$ cat src/rtl/ccs_pkg.sv
package ccs_pkg;

  typedef enum logic [1:0] {
    CNT_HOLD,
    CNT_DEC,
    CNT_INC,
    CNT_LOAD
  } cntOp_e;

  typedef struct packed {
    logic   upd;   // apply op to the accessed slot
    cntOp_e op;    // counter / challenger operation
    logic   fire;  // raise swap request, mark slot pending
    logic   clr;   // clear the slot named by doneSlot
  } ctlStrobe_t;

endpackage

$ cat src/rtl/ccs_ctrl.sv
module ccs_ctrl
  import ccs_pkg::*;
#(
  parameter int NUM_SLOTS = 8,
  localparam int SLOT_W = $clog2(NUM_SLOTS)
) (
  input  logic              accValid,
  input  logic              accFast,
  input  logic [SLOT_W-1:0] accSlot,
  input  logic              doneValid,
  input  logic [SLOT_W-1:0] doneSlot,
  input  logic              selPend,
  input  logic              selChalValid,
  input  logic              selChalMatch,
  input  logic              selCntZero,
  input  logic              incReach,
  input  logic              loadReach,
  output ctlStrobe_t        stb
);

  logic blocked;

  // A slot that is pending or is being released this cycle ignores accesses.
  assign blocked = selPend | (doneValid && (doneSlot == accSlot));

  always_comb begin
    stb      = '0;
    stb.op   = CNT_HOLD;
    stb.clr  = doneValid;
    if (accValid && !blocked) begin
      if (accFast) begin
        stb.upd = 1'b1;
        stb.op  = CNT_DEC;
      end else if (selChalValid && selChalMatch) begin
        stb.upd  = 1'b1;
        stb.op   = CNT_INC;
        stb.fire = incReach;
      end else if (selCntZero) begin
        stb.upd  = 1'b1;
        stb.op   = CNT_LOAD;
        stb.fire = loadReach;
      end
    end
  end

endmodule

$ cat src/rtl/ccs_datapath.sv
module ccs_datapath
  import ccs_pkg::*;
#(
  parameter int NUM_SLOTS    = 8,
  parameter int SEG_W        = 8,
  parameter int CNT_W        = 4,
  parameter int RESET_THRESH = 4,
  localparam int SLOT_W = $clog2(NUM_SLOTS)
) (
  input  logic                 clk,
  input  logic                 rstN,
  input  logic [SLOT_W-1:0]    accSlot,
  input  logic [SEG_W-1:0]     accSeg,
  input  logic                 cfgWrEn,
  input  logic [CNT_W-1:0]     cfgThresh,
  input  logic [SLOT_W-1:0]    doneSlot,
  input  ctlStrobe_t           stb,
  output logic                 selPend,
  output logic                 selChalValid,
  output logic                 selChalMatch,
  output logic                 selCntZero,
  output logic                 incReach,
  output logic                 loadReach,
  output logic [NUM_SLOTS-1:0] pendVec,
  output logic                 swapReq,
  output logic [SLOT_W-1:0]    swapSlot,
  output logic [SEG_W-1:0]     swapSeg
);

  localparam logic [CNT_W-1:0] CNT_MAX = '1;
  localparam logic [CNT_W-1:0] CNT_ONE = CNT_W'(1);

  logic [CNT_W-1:0]     cntArr  [NUM_SLOTS];
  logic [SEG_W-1:0]     chalArr [NUM_SLOTS];
  logic [NUM_SLOTS-1:0] chalVldVec;
  logic [CNT_W-1:0]     threshQ;
  logic [CNT_W-1:0]     selCnt;
  logic [CNT_W-1:0]     incCnt;

  always_ff @(posedge clk or negedge rstN) begin
    if (!rstN)        threshQ <= CNT_W'(RESET_THRESH);
    else if (cfgWrEn) threshQ <= cfgThresh;
  end

  generate
    for (genvar i = 0; i < NUM_SLOTS; i++) begin : gSlot
      logic [CNT_W-1:0] cntQ;
      logic [SEG_W-1:0] chalQ;
      logic             chalVldQ;
      logic             pendQ;
      logic             clrHere;
      logic             updHere;

      assign clrHere = stb.clr && (doneSlot == SLOT_W'(i));
      assign updHere = stb.upd && (accSlot == SLOT_W'(i));

      always_ff @(posedge clk or negedge rstN) begin
        if (!rstN) begin
          cntQ     <= '0;
          chalQ    <= '0;
          chalVldQ <= 1'b0;
          pendQ    <= 1'b0;
        end else if (clrHere) begin
          cntQ     <= '0;
          chalVldQ <= 1'b0;
          pendQ    <= 1'b0;
        end else if (updHere) begin
          unique case (stb.op)
            CNT_DEC:  if (cntQ != '0) cntQ <= cntQ - CNT_ONE;
            CNT_INC:  if (cntQ != CNT_MAX) cntQ <= cntQ + CNT_ONE;
            CNT_LOAD: begin
              cntQ     <= CNT_ONE;
              chalQ    <= accSeg;
              chalVldQ <= 1'b1;
            end
            default: ;
          endcase
          if (stb.fire) pendQ <= 1'b1;
        end
      end

      assign cntArr[i]     = cntQ;
      assign chalArr[i]    = chalQ;
      assign chalVldVec[i] = chalVldQ;
      assign pendVec[i]    = pendQ;
    end
  endgenerate

  assign selCnt       = cntArr[accSlot];
  assign selPend      = pendVec[accSlot];
  assign selChalValid = chalVldVec[accSlot];
  assign selChalMatch = (chalArr[accSlot] == accSeg);
  assign selCntZero   = (selCnt == '0);
  assign incCnt       = (selCnt == CNT_MAX) ? selCnt : selCnt + CNT_ONE;
  assign incReach     = (incCnt >= threshQ);
  assign loadReach    = (threshQ <= CNT_ONE);

  always_ff @(posedge clk or negedge rstN) begin
    if (!rstN) begin
      swapReq  <= 1'b0;
      swapSlot <= '0;
      swapSeg  <= '0;
    end else begin
      swapReq <= stb.fire;
      if (stb.fire) begin
        swapSlot <= accSlot;
        swapSeg  <= accSeg;
      end
    end
  end

endmodule

$ cat src/rtl/ccs_swap_tracker.sv
module ccs_swap_tracker
  import ccs_pkg::*;
#(
  parameter int NUM_SLOTS    = 8,
  parameter int SEG_W        = 8,
  parameter int CNT_W        = 4,
  parameter int RESET_THRESH = 4,
  localparam int SLOT_W = $clog2(NUM_SLOTS)
) (
  input  logic              clk,
  input  logic              rstN,
  input  logic              accValid,
  input  logic [SLOT_W-1:0] accSlot,
  input  logic [SEG_W-1:0]  accSeg,
  input  logic              accFast,
  input  logic              cfgWrEn,
  input  logic [CNT_W-1:0]  cfgThresh,
  input  logic              doneValid,
  input  logic [SLOT_W-1:0] doneSlot,
  output logic              swapReq,
  output logic [SLOT_W-1:0] swapSlot,
  output logic [SEG_W-1:0]  swapSeg
);

  ctlStrobe_t           stb;
  logic                 selPend;
  logic                 selChalValid;
  logic                 selChalMatch;
  logic                 selCntZero;
  logic                 incReach;
  logic                 loadReach;
  logic [NUM_SLOTS-1:0] pendVec;

  ccs_ctrl #(.NUM_SLOTS(NUM_SLOTS)) uCtrl (
    .accValid    (accValid),
    .accFast     (accFast),
    .accSlot     (accSlot),
    .doneValid   (doneValid),
    .doneSlot    (doneSlot),
    .selPend     (selPend),
    .selChalValid(selChalValid),
    .selChalMatch(selChalMatch),
    .selCntZero  (selCntZero),
    .incReach    (incReach),
    .loadReach   (loadReach),
    .stb         (stb)
  );

  ccs_datapath #(
    .NUM_SLOTS   (NUM_SLOTS),
    .SEG_W       (SEG_W),
    .CNT_W       (CNT_W),
    .RESET_THRESH(RESET_THRESH)
  ) uData (
    .clk         (clk),
    .rstN        (rstN),
    .accSlot     (accSlot),
    .accSeg      (accSeg),
    .cfgWrEn     (cfgWrEn),
    .cfgThresh   (cfgThresh),
    .doneSlot    (doneSlot),
    .stb         (stb),
    .selPend     (selPend),
    .selChalValid(selChalValid),
    .selChalMatch(selChalMatch),
    .selCntZero  (selCntZero),
    .incReach    (incReach),
    .loadReach   (loadReach),
    .pendVec     (pendVec),
    .swapReq     (swapReq),
    .swapSlot    (swapSlot),
    .swapSeg     (swapSeg)
  );

endmodule

$ cat config.mk
export PLATFORM = sky130hd
export DESIGN_NAME = ccs_swap_tracker
export DESIGN_NICKNAME = d
export VERILOG_FILES = /design/src/rtl/ccs_pkg.sv /design/src/rtl/ccs_ctrl.sv /design/src/rtl/ccs_datapath.sv /design/src/rtl/ccs_swap_tracker.sv
export SDC_FILE = /design/constraint.sdc
export NUM_CORES = 1
export LEC_CHECK = 0
export ABC_AREA = 1
export BUFFER_PORTS_ARGS = -buffer_cell sky130_fd_sc_hd__buf_4
export CAP_MARGIN = 25
export CORE_UTILIZATION = 45
export DETAILED_ROUTE_END_ITERATION = 12
export GPL_TIMING_DRIVEN = 1
export HOLD_SLACK_MARGIN = 0.15
export SYNTH_ARGS = -nofsm -noshare
export SYNTH_HDL_FRONTEND = slang
export SYNTH_HIERARCHICAL = 1
export SYNTH_SLANG_ARGS = --single-unit
$ cat constraint.sdc
create_clock -name clk -period 7 [get_ports clk]
set_clock_uncertainty 0.1 [all_clocks]
set_input_delay 1.05 -clock clk [delete_from_list [all_inputs] [get_ports clk]]
set_output_delay 1.05 -clock clk [all_outputs]
set_load 0.02 [all_outputs]
==> summary.md <==
| Metric | Value |
|---|---|
| CTS root buf | `clkbuf_16` |
| Wire length per cell | `~15 um` |
| Diodes inserted | `0` |
| Initial Util | `a little under half` |
| R2r setup slk | `between 2000 and 3000 ps` |
| Area Overhead vs Synth | `12.4%` |
| Cts bufs inserted | `17` |
| Min Clock Period, post-route | `approximately 5300 ps` |
| Vias per std cell | `~5.2` |
| Final GP Congestion | `between 0.8 and 0.9` |
| Crit-path max FO | `36` |
| Max Cap Viol | `0` |
| Largest net degree at the start of global routing | `between 60 and 70` |
| DRC | `0` |
| F_max | `roughly 190 MHz` |
| Final setup vio count | `0` |
| Critical path arrival | `5480 ps` |
| Startpoint types | `input port` |
| Die Height | `131 um` |
| Hold EP | `uData/gSlot[3].chalQ[2]` |
| Hold crit path type | `flip-flop to flip-flop` |
| Final nets | `roughly 1100` |
| # rows | `between 40 and 50` |
| CTS tree | `built` |
| Leakage power | `roughly 4.2 nW` |
| Core box area | `0.0161 mm^2` |
| Vias in the first global route | `6246` |
| Setup_tns | `0 ps` |
| Hold path cells | `2` |
| PostCTS Resize Cnt | `0` |
| Fin crit share | `~75%` |
| Post-synthesis cell area | `roughly 0.0075 mm^2` |
| Cells on worst reg2reg path | `21` |
| Post-DRT Antenna Nets | `0` |
| Routed wire length | `between 15 and 20 mm` |
| Kind of end point of the critical path | `flip-flop` |
| Clk sinks | `roughly 130` |
| Total vias in the final route | `around 6600` |
| CP required | `~7000 ps` |
| Slew Limit Headroom | `between 40 and 50%` |
| # port buffers | `35` |
| Iteration-0 DRC Markers | `approximately 550` |
| Reg clk slew, reported paths | `60 ps` |
| Outcome | `completed` |
| Detailed placer's ending HPWL | `13.9 mm` |
| Synth Instances | `between 1000 and 1500` |
| Post-CTS setup buffer count | `0` |
| Post-layout util | `~52%` |
| CTS H-tree lvls | `4` |
| Fin cells | `1273` |
| Worst setup path class | `input port to flip-flop` |
| Total Power | `2.28 mW` |
| Hold path startpoint | `uData/gSlot[3].chalQ[2]` |
| RSZ-0062 raised after global routing | `no` |
| GRT Util Overall | `about 25%` |
| Final Cell Area | `0.00842 mm^2` |
| GR Overflow Total | `0` |
| Slack of the critical path | `around 1700 ps` |
| Hold_buf cts | `0` |
| Largest vdd supply drop | `between 0.15 and 0.2 mV` |
| Power Density | `between 200 and 300 mW/mm^2` |
| Share of cells above drive strength 1 | `roughly a tenth` |
| Syn nets | `approximately 1100` |
| Synth Area per Inst | `~7.4 um^2` |
| Placed cells | `roughly 1200` |
| Pre-CTS setup slack | `between 1000 and 1500 ps` |
| FF-to-FF Start | `uData/gSlot[7].cntQ[0]` |
| Clk buf depth | `2` |
| Worst r2r dst | `uData/gSlot[4].cntQ[3]` |
| Post-DP Area | `0.00788 mm^2` |
| Yosys warnings | `6` |
| DIE AREA | `0.0172 mm^2` |
| DIE WIDTH | `~130 um` |
| FILL cells | `between 1500 and 2000` |
| Worst-margin pin slew | `778 ps` |
| Hold WS | `385 ps` |
| First-pass GRT wire length | `approximately 32 mm` |
| DR pass1 iterations | `5` |
| Final-report max-slew violation count | `0` |
| Skew-Pair Late Insertion Delay | `420 ps` |
| Final Hold Vio Count | `0` |
| Boundary pin count | `36` |
| Initial antenna violation count | `0` |
placed cells by master, fill, tap and decap left out, types with 8 or more instances in the layout:
master       n
nand4_1      9
ha_1        22
buf_4       36
dfrtp_1    127
a21oi_1     41
nand3_2      8
o21ai_1     10
nand2_1    370
o21ai_0     86
nor2_1      80
xor2_1       9
nand3_1     60
clkbuf_16   17
inv_1       94
nor3_1       8
fa_1         8
power breakdown:
part	switching, mW	total (mW)	internal [mW]
Sequential	0.0713	0.891	0.820
Clock	0.356	0.824	0.468
Combinational	0.346	0.563	0.217
Total	0.773	2.28	1.51
critical path, cell delays in order:
cell and delay (ps):
buf_4 360, inv_4 250, nor2_4 340, nand2_1 90, nand2_1 70, inv_1 50
nand2_1 80, nand2_1 50, nand2_1 50, nand2_1 40, nor2_1 80, nand2_1 60
nor2_1 110, nand2_1 100, inv_1 100, o21ai_0 80, nor2_1 290, inv_2 220
nor2_4 420, inv_2 340, ha_1 420, a21oi_1 160, nand2_1 80, xor2_1 150
or2_2 280, nand3_1 80, nand2_1 50
metal layers:
layer  track usage [%]  routed length [um]
met2              41.3                9380
met5                 0                   0
met3              4.80                 806
met1              32.2                9010
met4              8.11                 339
area by class of cell:
type                       count  area, um^2  area share, %
multi-input combinational    759        3740           44.4
sequential                   128        3200           38.0
timing repair buffer          37         282           3.34
clock buffer                  19         443           5.26
clock inverter                13         105           1.25
inverter                     101         383           4.55
tap                          216         270           3.21
worst max path at each step:
stage	slack [ps]	end	depth (start not counted)	startpoint
finish	1730	uData/gSlot[4].cntQ[3]	27	accSlot[0]
global route	1210	uData/gSlot[2].cntQ[3]	25	accSlot[2]
CTS	1740	uData/gSlot[4].cntQ[3]	25	accSlot[1]
detailed placement	1300	uData/gSlot[4].cntQ[3]	25	accSlot[1]
global placement	1450	uData/gSlot[4].cntQ[3]	23	accSlot[0]
floorplan	2450	uData/gSlot[4].cntQ[3]	24	accSlot[0]
sequential cells by signal, summed over array words and instances (netlist names):
signal	count
uData/swapSlot	3
uData/gSlot.cntQ	32
uData/gSlot.chalVldQ	8
uData/swapSeg	8
uData/swapReq	1
uData/threshQ	4
uData/gSlot.chalQ	64
uData/gSlot.pendQ	8
(Power assumes the default switching activity.)
